File: config.mk
export PLATFORM = sky130hd
export DESIGN_NAME = irq_mask_agg
export DESIGN_NICKNAME = d
export VERILOG_FILES = /design/src/rtl/irq_mask_agg_pkg.sv /design/src/rtl/kbd_wake_latch.sv /design/src/rtl/irq_mask_store.sv /design/src/rtl/irq_status_pack.sv /design/src/rtl/irq_mask_agg.sv
export SDC_FILE = /design/constraint.sdc
export NUM_CORES = 1
export LEC_CHECK = 0
export BUFFER_PORTS_ARGS = -buffer_cell sky130_fd_sc_hd__buf_2
export CAP_MARGIN = 10
export CORE_AREA = 2 2 39 41
export DETAILED_ROUTE_END_ITERATION = 12
export DIE_AREA = 0 0 41 43
export GPL_ROUTABILITY_DRIVEN = 0
export PLACE_DENSITY = 0.67
export RECOVER_POWER = 50
export SLEW_MARGIN = 20
export SYNTH_ARGS = -nofsm -noshare
export SYNTH_HDL_FRONTEND = slang
export SYNTH_SLANG_ARGS = --single-unit
File: constraint.sdc
create_clock -name clk -period 1.85 [get_ports clk]
set_input_delay 0.37 -clock clk [delete_from_list [all_inputs] [get_ports clk]]
set_output_delay 0.37 -clock clk [all_outputs]
set_load 0.02 [all_outputs]
File: src/rtl/irq_mask_agg_pkg.sv
// Package: shared widths, bit positions and register selects for the
// interrupt aggregator. Assumes a 16-bit status/mask word.
package irq_mask_agg_pkg;
    localparam int STAT_W  = 16;
    localparam int RX_POS  = 13;
    localparam int TX_POS  = 12;
    localparam int KBD_POS = 0;
    localparam int ADDR_W  = 2;

    // Bits that exist in both the status word and the mask register.
    localparam logic [STAT_W-1:0] IMPL_BITS =
        (STAT_W'(1) << RX_POS) | (STAT_W'(1) << TX_POS) | (STAT_W'(1) << KBD_POS);

    typedef enum logic [ADDR_W-1:0] {
        SEL_STATUS  = 2'd0,
        SEL_MASK    = 2'd1,
        SEL_KBD_ACK = 2'd2,
        SEL_SPARE   = 2'd3
    } reg_sel_e;
endpackage

File: src/rtl/kbd_wake_latch.sv
// Keyboard wake latch: ORs the lower NARROW_N port lines, or all PORT_W
// lines when wide_en is high, into a sticky pending flag. An acknowledge
// pulse clears the flag on that edge and wins over a set in the same cycle.
// Assumes the port lines are already synchronous to clk.
module kbd_wake_latch #(
    parameter int PORT_W   = 8,
    parameter int NARROW_N = 6
) (
    input  logic              clk,
    input  logic              rst_n,
    input  logic [PORT_W-1:0] port_in,
    input  logic              wide_en,
    input  logic              ack_wr,
    output logic              pend
);
    logic [PORT_W-1:0] line_en;
    logic              wake_now;

    // Per-line enable: low lines always take part, upper ones only in wide mode.
    for (genvar i = 0; i < PORT_W; i++) begin : g_line
        if (i < NARROW_N) begin : g_fixed
            assign line_en[i] = 1'b1;
        end else begin : g_opt
            assign line_en[i] = wide_en;
        end
    end

    // Selected OR of the enabled port lines.
    assign wake_now = |(port_in & line_en);

    // Sticky pending flag with acknowledge-over-set priority.
    always_ff @(posedge clk) begin
        if (!rst_n)      pend <= 1'b0;
        else if (ack_wr) pend <= 1'b0;
        else if (wake_now) pend <= 1'b1;
    end

    assert_set_R5: assert property (@(posedge clk) disable iff (!rst_n)
        (wake_now && !ack_wr) |=> pend);
    assert_sticky_R7: assert property (@(posedge clk) disable iff (!rst_n)
        (pend && !ack_wr) |=> pend);
    assert_ack_clear_R8: assert property (@(posedge clk) disable iff (!rst_n)
        ack_wr |=> !pend);
    assert_no_spurious_R6: assert property (@(posedge clk) disable iff (!rst_n)
        (!pend && !wake_now) |=> !pend);
endmodule

File: src/rtl/irq_mask_store.sv
// Mask register: stores only the implemented bits given by KEEP and holds
// the unused bits at 0. Assumes wr_en is already decoded for this register.
module irq_mask_store #(
    parameter int               W    = 16,
    parameter logic [W-1:0]     KEEP = '1
) (
    input  logic         clk,
    input  logic         rst_n,
    input  logic         wr_en,
    input  logic [W-1:0] wdata,
    output logic [W-1:0] mask_q
);
    // Load the implemented bits on a write and clear everything on reset.
    always_ff @(posedge clk) begin
        if (!rst_n)     mask_q <= '0;
        else if (wr_en) mask_q <= wdata & KEEP;
    end

    assert_reserved_zero_R3: assert property (@(posedge clk) disable iff (!rst_n)
        (mask_q & ~KEEP) == '0);
    assert_hold_R9: assert property (@(posedge clk) disable iff (!rst_n)
        !wr_en |=> $stable(mask_q));
endmodule

File: src/rtl/irq_status_pack.sv
// Status assembly: places the live serial levels and the keyboard latch at
// their bit positions and leaves every other bit at 0. Purely combinational.
module irq_status_pack #(
    parameter int W       = 16,
    parameter int RX_BIT  = 13,
    parameter int TX_BIT  = 12,
    parameter int KBD_BIT = 0
) (
    input  logic         rx_lvl,
    input  logic         tx_lvl,
    input  logic         kbd_pend,
    output logic [W-1:0] status
);
    // Build the status word from the three sources.
    always_comb begin
        status          = '0;
        status[RX_BIT]  = rx_lvl;
        status[TX_BIT]  = tx_lvl;
        status[KBD_BIT] = kbd_pend;
    end
endmodule

File: src/rtl/irq_mask_agg.sv
// Interrupt aggregator top: decodes the register selects, holds the mask,
// latches the keyboard wake and drives the combined masked request.
// Assumes a single-cycle write strobe and a combinational read path.
module irq_mask_agg
    import irq_mask_agg_pkg::*;
#(
    parameter int KBD_W      = 8,
    parameter int KBD_NARROW = 6
) (
    input  logic              clk,
    input  logic              rst_n,
    input  logic [ADDR_W-1:0] bus_addr,
    input  logic              bus_wr,
    input  logic [STAT_W-1:0] bus_wdata,
    output logic [STAT_W-1:0] bus_rdata,
    input  logic [KBD_W-1:0]  kbd_port,
    input  logic              kbd_wide,
    input  logic              ser_rx_irq,
    input  logic              ser_tx_irq,
    output logic              irq_out
);
    logic              mask_wr;
    logic              ack_wr;
    logic              kbd_pend;
    logic [STAT_W-1:0] mask_q;
    logic [STAT_W-1:0] status;

    // Write decode for the mask and the keyboard acknowledge.
    assign mask_wr = bus_wr && (bus_addr == SEL_MASK);
    assign ack_wr  = bus_wr && (bus_addr == SEL_KBD_ACK);

    kbd_wake_latch #(.PORT_W(KBD_W), .NARROW_N(KBD_NARROW)) u_kbd (
        .clk(clk), .rst_n(rst_n), .port_in(kbd_port), .wide_en(kbd_wide),
        .ack_wr(ack_wr), .pend(kbd_pend)
    );

    irq_mask_store #(.W(STAT_W), .KEEP(IMPL_BITS)) u_mask (
        .clk(clk), .rst_n(rst_n), .wr_en(mask_wr), .wdata(bus_wdata),
        .mask_q(mask_q)
    );

    irq_status_pack #(.W(STAT_W), .RX_BIT(RX_POS), .TX_BIT(TX_POS),
                      .KBD_BIT(KBD_POS)) u_pack (
        .rx_lvl(ser_rx_irq), .tx_lvl(ser_tx_irq), .kbd_pend(kbd_pend),
        .status(status)
    );

    // Combined request from enabled, active sources.
    assign irq_out = |(status & mask_q);

    // Read multiplexer over the register selects.
    always_comb begin
        case (bus_addr)
            SEL_STATUS: bus_rdata = status;
            SEL_MASK:   bus_rdata = mask_q;
            default:    bus_rdata = '0;
        endcase
    end

    assert_status_reserved_R2: assert property (@(posedge clk) disable iff (!rst_n)
        (bus_addr == SEL_STATUS) |-> ((bus_rdata & ~IMPL_BITS) == '0));
    assert_masked_off_R4: assert property (@(posedge clk) disable iff (!rst_n)
        (mask_q == '0) |-> !irq_out);
    assert_reset_clear_R1: assert property (@(posedge clk)
        !rst_n |=> (mask_q == '0) && !kbd_pend);
endmodule

==> summary.txt, run 1 <==
Starting density of the core = 0.2450
Peak supply drop = 0.2865 mV
Max Transition Viols Final = 0
Psw = 0.00008289 W
Post-synth top area share = 0.2878
CORE AREA = 0.001384 sq mm
Final hold violations = 0
Status = finished clean
Clock transition at the registers of the reported paths = 0.04 ns
Hold Crit Class = in2reg
Post-CTS Setup Inserts = 0
Sequential share of the synthesized area = 0.2362
Cell area after synthesis = 339.1 sq um
Via density = 3.937
Cts bufs inserted = 3
Clock Sinks = 4
PostCTS Resize Cnt = 0
Via count = 311
Final Cell Area = 425.4 sq um
Period utilization = 0.7942
Final-stage net count = 97
Largest net degree at the start of global routing = 6
Average routed wire per standard cell = 8.089 um
Syn Inst Count = 39
Die ar. = 0.001763 sq mm
Synth area leaders = buf_4 29%, dfxtp_1 24%, mux2i_1 18%
Most frequent cells in the layout = 21 x buf_2, 13 x conb_1, 6 x mux2i_1
Number of diodes = 0
CP Max Fanout = 3
Worst path cell trace = a222oi_1 > inv_1 > buf_2
Share of layout cells above drive strength 1 = 0.3810
Hold buffers post-CTS = 0
Syn avg cell area = 8.694 sq um
R2r endpoint = u_kbd.pend$_SDFFE_PP0P_
Kind of critical path = reg2out
Number of global-route vias before repair = 290
Internal = 0.0001894 W
Longest Clk Path Bufs = 2
Remaining Overflow, GRT = 0
Layout area overhead = 25.46%
Crit Reg-Reg Startpoint = u_kbd.pend$_SDFFE_PP0P_
Worst reg2reg path depth = 2
RSZ-0062 raised after global routing = false
Min-delay src = rst_n
Drt pass-1 iters = 4
Hold Path Stages = 2
Distinct cells, synth = 15
PD cells = 640.1 mW/mm^2
DR DRC count = 0
Worst Clk Skew = 0 ns
Final setup viols = 0
Initial antenna violation count = 0
Clock root cell = clkbuf_4
Combinational power share = 0.264
Buf/Inv on CP = 2
Detailed placer's ending HPWL = 583.8 um
Commonest non-fill, non-tap cell in the layout = buf_2
Skew-Pair Late Insertion Delay = 0.23 ns
Yosys warns = 0
Maximum clock frequency = 0.6806 GHz
Drt first-iter violations = 1
Overall Global Routing Usage = 0.08350
Placed cell areas = 416.7 sq um
Post-layout minimum cycle time = 1.469 ns
Reg2Reg Setup Slack = 1.03 ns
Port Buffers = 22
Max stage delay on crit path = 0.33 ns
Area leader, netlist = buf_4
Clock power frac = 0.392
Hold EP = u_mask.mask_q[0]$_SDFFE_PN0P_
LEAKAGE = 0.2532 nW
Top delay family on crit path = compound AO/OA/AOI/OAI gates
CTS tree = done
Flops & latches, synth = 4
Worst endpoint required time = 1.48 ns
ANT nets after route = 0
Sw Share = 0.3044
Setup TNS Final = 0 ns
Layout fillers = 166
Chip height = 43 um
CP max-delay cell = a222oi_1
Critical Path Sink Type = output port
Startpoint Class = flip-flop
IO Count = 49
Max-cap violations = 0
First-pass GRT wire length = 938 um
Flop pwr share = 0.343
Die width = 41 um
Critical Path AT = 1.10 ns
CTS H-tree lvls = 1
Row count = 14
Total wire length = 639 um
==> cell type report <==
type | count | area, sq um | share of cell area
Sequential cell | 4 | 80.08 | 0.1882
Multi-Input combinational cell | 33 | 190.2 | 0.4471
Clock buffer | 3 | 22.52 | 0.05294
Timing Repair Buffer | 22 | 108.9 | 0.2559
Inverter | 1 | 3.754 | 0.008824
Tap cell | 16 | 20.02 | 0.04706
==> stage by stage <==
step	worst slack, ns	util	hold WS, ns	power [W]	std cells
finish	0.3807	0.3074	0.3917	0.0002723	79
global route	0.3218	0.3074	0.3851	0.0002965	79
CTS	0.3626	0.3174	0.3875	0.0002805	79
detailed placement	0.4754	0.3011	0.5442	0.0001700	76
global placement	0.4807	0.3011	0.5297	0.0001687	76
floorplan	0.6775	-	0.4862	0.0001610	51
==> metal layers <==
layer	vias up	part of all wire	track usage	wire [um]
met4	0	0	0.06000	0
met1	131	0.35	0.07120	224
li1	156	-	-	-
met3	0	0.16	0.04712	105
met5	-	0	0	0
met2	24	0.49	0.1344	310
==> cells in the mapped netlist <==
library cell,number
a222oi_1,1
a31oi_1,1
buf_4,13
conb_1,1
dfxtp_1,4
inv_1,1
mux2i_1,6
nand2_1,1
nand3b_1,1
nand3b_4,1
nor2_1,3
nor2b_1,3
nor3_1,1
nor4_1,1
o21ai_0,1
==> power by group through the flow <==
stage,registers [W],clock network [W],logic [W]
2_1_floorplan,0.0000938,0,0.0000672
3_3_place_gp,0.0000946,0,0.0000741
3_5_place_dp,0.0000948,0,0.0000752
4_1_cts,0.0000934,0.000112,0.0000753
5_1_grt,0.0000939,0.000123,0.0000793
6_report,0.0000935,0.000107,0.0000720
==> cell families after synthesis <==
kind of cell	count (synthesis)	share of synthesized area
buffers and inverters	14	0.2989
and+or+nand+nor	11	0.2140
muxes	6	0.1771
DFF	4	0.2362
AOI/OAI and AO/OA	3	0.06273
other	1	0.01106
==> worst max path at each step <==
stage / from / endpoint / slack [ns] / depth (start not counted)
after floorplan: ser_tx_irq / irq_out / 0.68 / 2
after CTS: u_mask.mask_q[0]$_SDFFE_PN0P_ / irq_out / 0.36 / 3
final: u_mask.mask_q[0]$_SDFFE_PN0P_ / irq_out / 0.38 / 3
after detailed placement: ser_tx_irq / irq_out / 0.48 / 4
after global placement: ser_tx_irq / irq_out / 0.48 / 4
after global routing: u_mask.mask_q[0]$_SDFFE_PN0P_ / irq_out / 0.32 / 3
==> worst reg2reg max path: cells and delay by family, from the launching register on <==
| family | cells | cell delay (ns) |
|---|---|---|
| flip-flops | 1 | 0.32 |
| AND/OR/NAND/NOR | 1 | 0.27 |
| AO/OA/AOI/OAI | 1 | 0.11 |
==> sequential cells by signal, indices dropped and copies added (netlist names) <==
register and flops:
u_kbd.pend 1, u_mask.mask_q 3
No activity file was read; power rests on OpenSTA's default activity.
==> run 2, diff against run 1 <==
- ABC_AREA: not set -> 1
- PLACE_DENSITY: 0.67 -> 0.68
- clock period: 1.85 -> 1.51 ns (I/O delays scaled with it)
==> run 2 against run 1 <==
Effect of this change: flip-flop and latch count unchanged; non-clock buffer count unchanged; clock power is 27% higher; die area is the same; highest routed layer is now met4.
==> summary.txt, run 2 <==
Total wire length = 710 um (+11%)
Max Transition Viols Final = 0 (unchanged)
Chip height = 43 um (unchanged)
CORE AREA = 0.001384 sq mm (unchanged)
Cell area after synthesis = 350.3 sq um (+3.3%)
CTS tree = done
Commonest cells in the netlist = 13 x buf_4, 13 x nand2_1, 10 x nor2_1, 5 x nand3_1
PD cells = 781.7 mW/mm^2 (+22%)
Via density = 3.857 (-2.0%)
Async SR Flop Fraction = 0 (unchanged)
Average routed wire per standard cell = 7.245 um (-10%)
Cts bufs inserted = 3 (unchanged)
Final-stage net count = 116 (+20%)
CTS H-tree lvls = 1 (unchanged)
Final hold violations = 0 (unchanged)
Min-delay src = bus_wdata[13]
Largest net degree at the start of global routing = 7 (+1)
Commonest non-fill, non-tap cell in the layout = buf_2
Drt pass-1 iters = 2 (-2)
Setup TNS Final = 0 ns (unchanged)
LEAKAGE = 0.2728 nW (+7.7%)
DR DRC count = 0 (unchanged)
Flop pwr share = 0.332 (-0.011)
Period utilization = 0.8151
Peak supply drop = 0.2622 mV (-8.5%)
Post-CTS Setup Inserts = 0 (unchanged)
Final setup viols = 0 (unchanged)
Internal = 0.0002330 W (+23%)
Biggest regs = u_mask.mask_q: 3 flops, u_kbd.pend: 1 flops
Syn avg cell area = 6.040 sq um (-31%)
CP Max Fanout = 5 (+2)
Sw Share = 0.3309 (+0.02645)
Clock root cell = clkbuf_4
Combinational power share = 0.278 (+0.014)
Design Power = 0.0003482 W (+28%)
Worst reg2reg path depth = 4 (+2)
Crit Reg-Reg Startpoint = u_kbd.pend$_SDFFE_PP0P_
Layout area overhead = 27.14%
Number of diodes = 0 (unchanged)
Post-synth EDFFs = 0 (unchanged)
Sequential share of the synthesized area = 0.2286 (-0.007591)
Top FF cell, synth = dfxtp_1
Startpoint Class = input port
Worst endpoint required time = 1.21 ns (-0.27 ns)
Max-cap violations = 0 (unchanged)
Reg2Reg Setup Slack = 0.80 ns (-0.23 ns)
Number of global-route vias before repair = 332 (+14%)
Area leader, netlist = buf_4
Hold Crit Class = in2reg
First-pass GRT wire length = 1110 um (+18%)
Via count = 378 (+22%)
Top reg by flops = u_mask.mask_q
Starting density of the core = 0.2532 (+0.008138)
Largest register FFs = 3 (unchanged)
ANT nets after route = 0 (unchanged)
Critical Path AT = 0.93 ns (-0.17 ns)
Share of layout cells above drive strength 1 = 0.3171 (-0.06388)
Flops & latches, synth = 4 (unchanged)
Post-synth top area share = 0.2786 (-0.009251)
PostCTS Resize Cnt = 0 (unchanged)
Remaining Overflow, GRT = 0 (unchanged)
Most frequent cells in the layout = 22 x buf_2, 13 x nand2_1, 13 x conb_1
Clock transition at the registers of the reported paths = 0.04 ns (about the same)
Synth area leaders = buf_4 28%, dfxtp_1 23%, nand2_1 14%
Worst Clk Skew = 0 ns (unchanged)
IO Count = 49 (unchanged)
Psw = 0.0001152 W (+39%)
Hold Path Stages = 3 (+1)
Die ar. = 0.001763 sq mm (unchanged)
Clock Sinks = 4 (unchanged)
R2r endpoint = u_kbd.pend$_SDFFE_PP0P_
Critical Path Sink Type = output port
Row count = 14 (unchanged)
Drt first-iter violations = 7 (+6)
Hold buffers post-CTS = 0 (unchanged)
Syn Inst Count = 58 (+49%)
Port Buffers = 22 (unchanged)
Detailed placer's ending HPWL = 603.4 um (+3.4%)
Hold EP = u_mask.mask_q[13]$_SDFFE_PN0P_
Kind of critical path = in2out
Post-layout minimum cycle time = 1.231 ns
Distinct cells, synth = 12 (-3)
Clock power frac = 0.390 (-0.002)
Yosys warns = 0 (unchanged)
Die width = 41 um (unchanged)
Initial antenna violation count = 0 (unchanged)
Skew-Pair Late Insertion Delay = 0.24 ns (about the same)
RSZ-0062 raised after global routing = false
Maximum clock frequency = 0.8125 GHz
Longest Clk Path Bufs = 2 (unchanged)
Status = finished clean
Overall Global Routing Usage = 0.09950 (+0.01600)
[run 2: cell types whose count changed after synthesis, moves of 2 or more]
| cell | change |
|---|---|
| inv_1 | +3 |
| nand3_1 | +5 |
| nor2_1 | +7 |
| mux2i_1 | -6 |
| inv_2 | +2 |
| nand2_1 | +12 |
| nor2b_1 | -3 |
| o21ai_1 | +3 |
[run 2: area by class of cell]
class / instances / area, sq um
Timing Repair Buffer: 22 / 110.1
Sequential cell: 4 / 80.08
Multi-Input combinational cell: 47 / 190.2
Inverter: 6 / 22.52
Tap cell: 16 / 20.02
Fill cell: 166 / 938.4
Clock buffer: 3 / 22.52
[run 2: how the worst max path moves through the flow]
| stage | startpoint | end | cells past startpoint |
|---|---|---|---|
| 5_1_grt | bus_addr[1] | bus_rdata[12] | 5 |
| 3_3_place_gp | bus_addr[1] | bus_rdata[0] | 5 |
| 2_1_floorplan | bus_addr[1] | bus_rdata[0] | 3 |
| 3_5_place_dp | bus_addr[1] | bus_rdata[12] | 5 |
| 6_report | bus_addr[1] | bus_rdata[12] | 5 |
| 4_1_cts | u_mask.mask_q[12]$_SDFFE_PN0P_ | bus_rdata[12] | 3 |
[run 2: critical path, cell delays in order]
cell and delay (ns):
buf_2 0.10, inv_1 0.11, nand2_1 0.10, o21ai_1 0.13, buf_2 0.18
[run 2: power by group through the flow]
stage	registers [W]	logic, W	clock network, W
2_1_floorplan	0.000116	0.0000882	0
3_3_place_gp	0.000117	0.0000971	0
6_report	0.000116	0.0000968	0.000136
3_5_place_dp	0.000117	0.0000981	0
5_1_grt	0.000116	0.000110	0.000147
4_1_cts	0.000115	0.0000984	0.000143
[run 2: cell families after synthesis]
kind of cell | synth area share
buf+inv | 0.3428
other cells | 0.01070
compound gates | 0.07139
flops | 0.2286
simple gates | 0.3464
[run 2: metrics by stage]
| stage | setup WS [ns] | hold slack (ns) | util | instance area, sq um | instances |
|---|---|---|---|---|---|
| 2_1_floorplan | 0.4322 | 0.4224 | - | 395.4 | 70 |
| 3_3_place_gp | 0.3400 | 0.5270 | 0.3092 | 427.9 | 95 |
| 3_5_place_dp | 0.3226 | 0.5284 | 0.3092 | 427.9 | 95 |
| 4_1_cts | 0.2778 | 0.2885 | 0.3255 | 450.4 | 98 |
| 5_1_grt | 0.1938 | 0.3009 | 0.3219 | 445.4 | 98 |
| 6_report | 0.2792 | 0.2899 | 0.3219 | 445.4 | 98 |
[run 2: metal layers]
layer | share of wire | wire length (um) | GRT usage
met5 | 0 | 0 | 0
met4 | 0.038 | 27 | 0.1000
met3 | 0.14 | 99 | 0.04712
met2 | 0.45 | 318 | 0.1406
met1 | 0.37 | 264 | 0.09677
==> run 3, diff against run 2 <==
- clock period: 1.51 -> 1.21 ns (I/O delays scaled with it)
==> run 3 against run 2 <==
Effect of this change: clock power increased by 24%; setup slack got worse by 0.21 ns; via count unchanged; critical path depth decreased by 2; core utilization increased by 0.27 points; critical path type is now reg2out; sequential share of layout area decreased by 0.15 points; die area unchanged.
==> summary.txt, run 3 (synthesized netlist as in run 2, its figures left out) <==
PD cells = 971.7 mW/mm^2 (+24%)
Worst endpoint required time = 0.97 ns (-0.24 ns)
Period utilization = 0.9421
Post-layout minimum cycle time = 1.140 ns
Max-cap violations = 0 (unchanged)
CP Max Fanout = 2 (-3)
Starting density of the core = 0.2532 (unchanged)
Layout area overhead = 28.21%
Number of diodes = 0 (unchanged)
Chip height = 43 um (unchanged)
Number of global-route vias before repair = 332 (unchanged)
Row count = 14 (unchanged)
Overall Global Routing Usage = 0.09950 (unchanged)
WL met1 = 258 um (-2.3%)
Clock Sinks = 4 (unchanged)
Most frequent cells in the layout = 19 x buf_2, 13 x nand2_1, 13 x conb_1
Share of layout cells above drive strength 1 = 0.3171 (unchanged)
IO Count = 49 (unchanged)
Cts bufs inserted = 3 (unchanged)
ANT nets after route = 0 (unchanged)
Routed length on met2 = 319 um (+0.31%)
Port Buffers = 22 (unchanged)
CTS tree = done
Drt first-iter violations = 7 (unchanged)
Biggest regs = u_mask.mask_q: 3 flops, u_kbd.pend: 1 flops
RSZ-0062 raised after global routing = false
Worst Clk Skew = 0 ns (unchanged)
Detailed placer's ending HPWL = 603.4 um (unchanged)
Kind of critical path = reg2out
Critical Path Sink Type = output port
Via density = 3.857 (unchanged)
Setup TNS Final = 0 ns (unchanged)
Final Cell Area = 449.2 sq um (+0.84%)
DR DRC count = 0 (unchanged)
First-pass GRT wire length = 1110 um (unchanged)
Final-stage net count = 116 (unchanged)
CORE AREA = 0.001384 sq mm (unchanged)
Max Transition Viols Final = 0 (unchanged)
Drt pass-1 iters = 2 (unchanged)
Hold Crit Class = in2reg
Hold buffers post-CTS = 0 (unchanged)
Final hold violations = 0 (unchanged)
Largest net degree at the start of global routing = 7 (unchanged)
Total wire length = 703 um (-0.99%)
Maximum clock frequency = 0.8772 GHz
Die width = 41 um (unchanged)
Layout fillers = 164 (-1.2%)
Startpoint Class = flip-flop
Clock root cell = clkbuf_4
Hold_ws = 0.2299 ns (-0.06000 ns)
LEAKAGE = 0.2692 nW (-1.3%)
Commonest non-fill, non-tap cell in the layout = buf_2
Peak supply drop = 0.3272 mV (+25%)
CTS H-tree lvls = 1 (unchanged)
Top reg by flops = u_mask.mask_q
Critical Path AT = 0.90 ns (-0.03 ns)
Post-CTS Setup Inserts = 0 (unchanged)
Largest register FFs = 3 (unchanged)
Longest Clk Path Bufs = 2 (unchanged)
Clock transition at the registers of the reported paths = 0.04 ns (about the same)
Top Metal Used = met4
Via count = 378 (unchanged)
Average routed wire per standard cell = 7.173 um (-0.99%)
Placed cell areas = 427.9 sq um (unchanged)
Die ar. = 0.001763 sq mm (unchanged)
Skew-Pair Late Insertion Delay = 0.24 ns (about the same)
Met3 Routed Length = 97 um (-2.0%)
Status = finished clean
Remaining Overflow, GRT = 0 (unchanged)
Final setup viols = 0 (unchanged)
Initial antenna violation count = 0 (unchanged)
run 3: final timing paths:
path / start / endpoint / slack, ns / cells after the start
setup / recovery: u_mask.mask_q[13]$_SDFFE_PN0P_ / bus_rdata[13] / 0.07 / 3
hold / removal: bus_wdata[13] / u_mask.mask_q[13]$_SDFFE_PN0P_ / 0.23 / 3
setup reg to reg: u_kbd.pend$_SDFFE_PP0P_ / u_kbd.pend$_SDFFE_PP0P_ / 0.50 / 4
hold reg to reg: u_mask.mask_q[13]$_SDFFE_PN0P_ / u_mask.mask_q[13]$_SDFFE_PN0P_ / 0.54 / 4
run 3: cell type report:
type / instances / area [sq um] / share of cell area
clock buffers: 3 / 22.52 / 0.05014
inverters: 6 / 22.52 / 0.05014
multi-input cells: 47 / 190.2 / 0.4234
repair buffers: 22 / 113.9 / 0.2535
well taps: 16 / 20.02 / 0.04457
flip-flops and latches: 4 / 80.08 / 0.1783
run 3: what timing repair did:
action / CTS / global route
hold endpoints to repair: 0 / 0
setup endpoints to repair: 0 / 2
gates resized for setup: 0 / 2
run 3: where the power goes:
part           internal [W]  switching, W  total, W
registers          0.000140    0.00000397  0.000144
clock network      0.000111     0.0000583  0.000169
logic             0.0000410     0.0000818  0.000123
run 3: metal layers:
metal	vias to the layer above	GRT usage
met5	-	0
met2	23	0.1406
met4	0	0.1000
met3	4	0.04712
li1	201	-
met1	150	0.09677
run 3: worst max-delay path, cell delays in order, from the launching register on:
cell,delay [ns]
dfxtp_1,0.32
inv_1,0.05
o21ai_1,0.12
buf_2,0.17
run 3: metrics by stage:
| step | instances | utilization | total power, W | setup WS, ns |
|---|---|---|---|---|
| floorplan | 70 | - | 0.0002554 | 0.2522 |
| global placement | 95 | 0.3092 | 0.0002672 | 0.1600 |
| detailed placement | 95 | 0.3092 | 0.0002687 | 0.1426 |
| CTS | 98 | 0.3255 | 0.0004457 | 0.03775 |
| global route | 98 | 0.3246 | 0.0004685 | 0.001335 |
| finish | 98 | 0.3246 | 0.0004365 | 0.07007 |
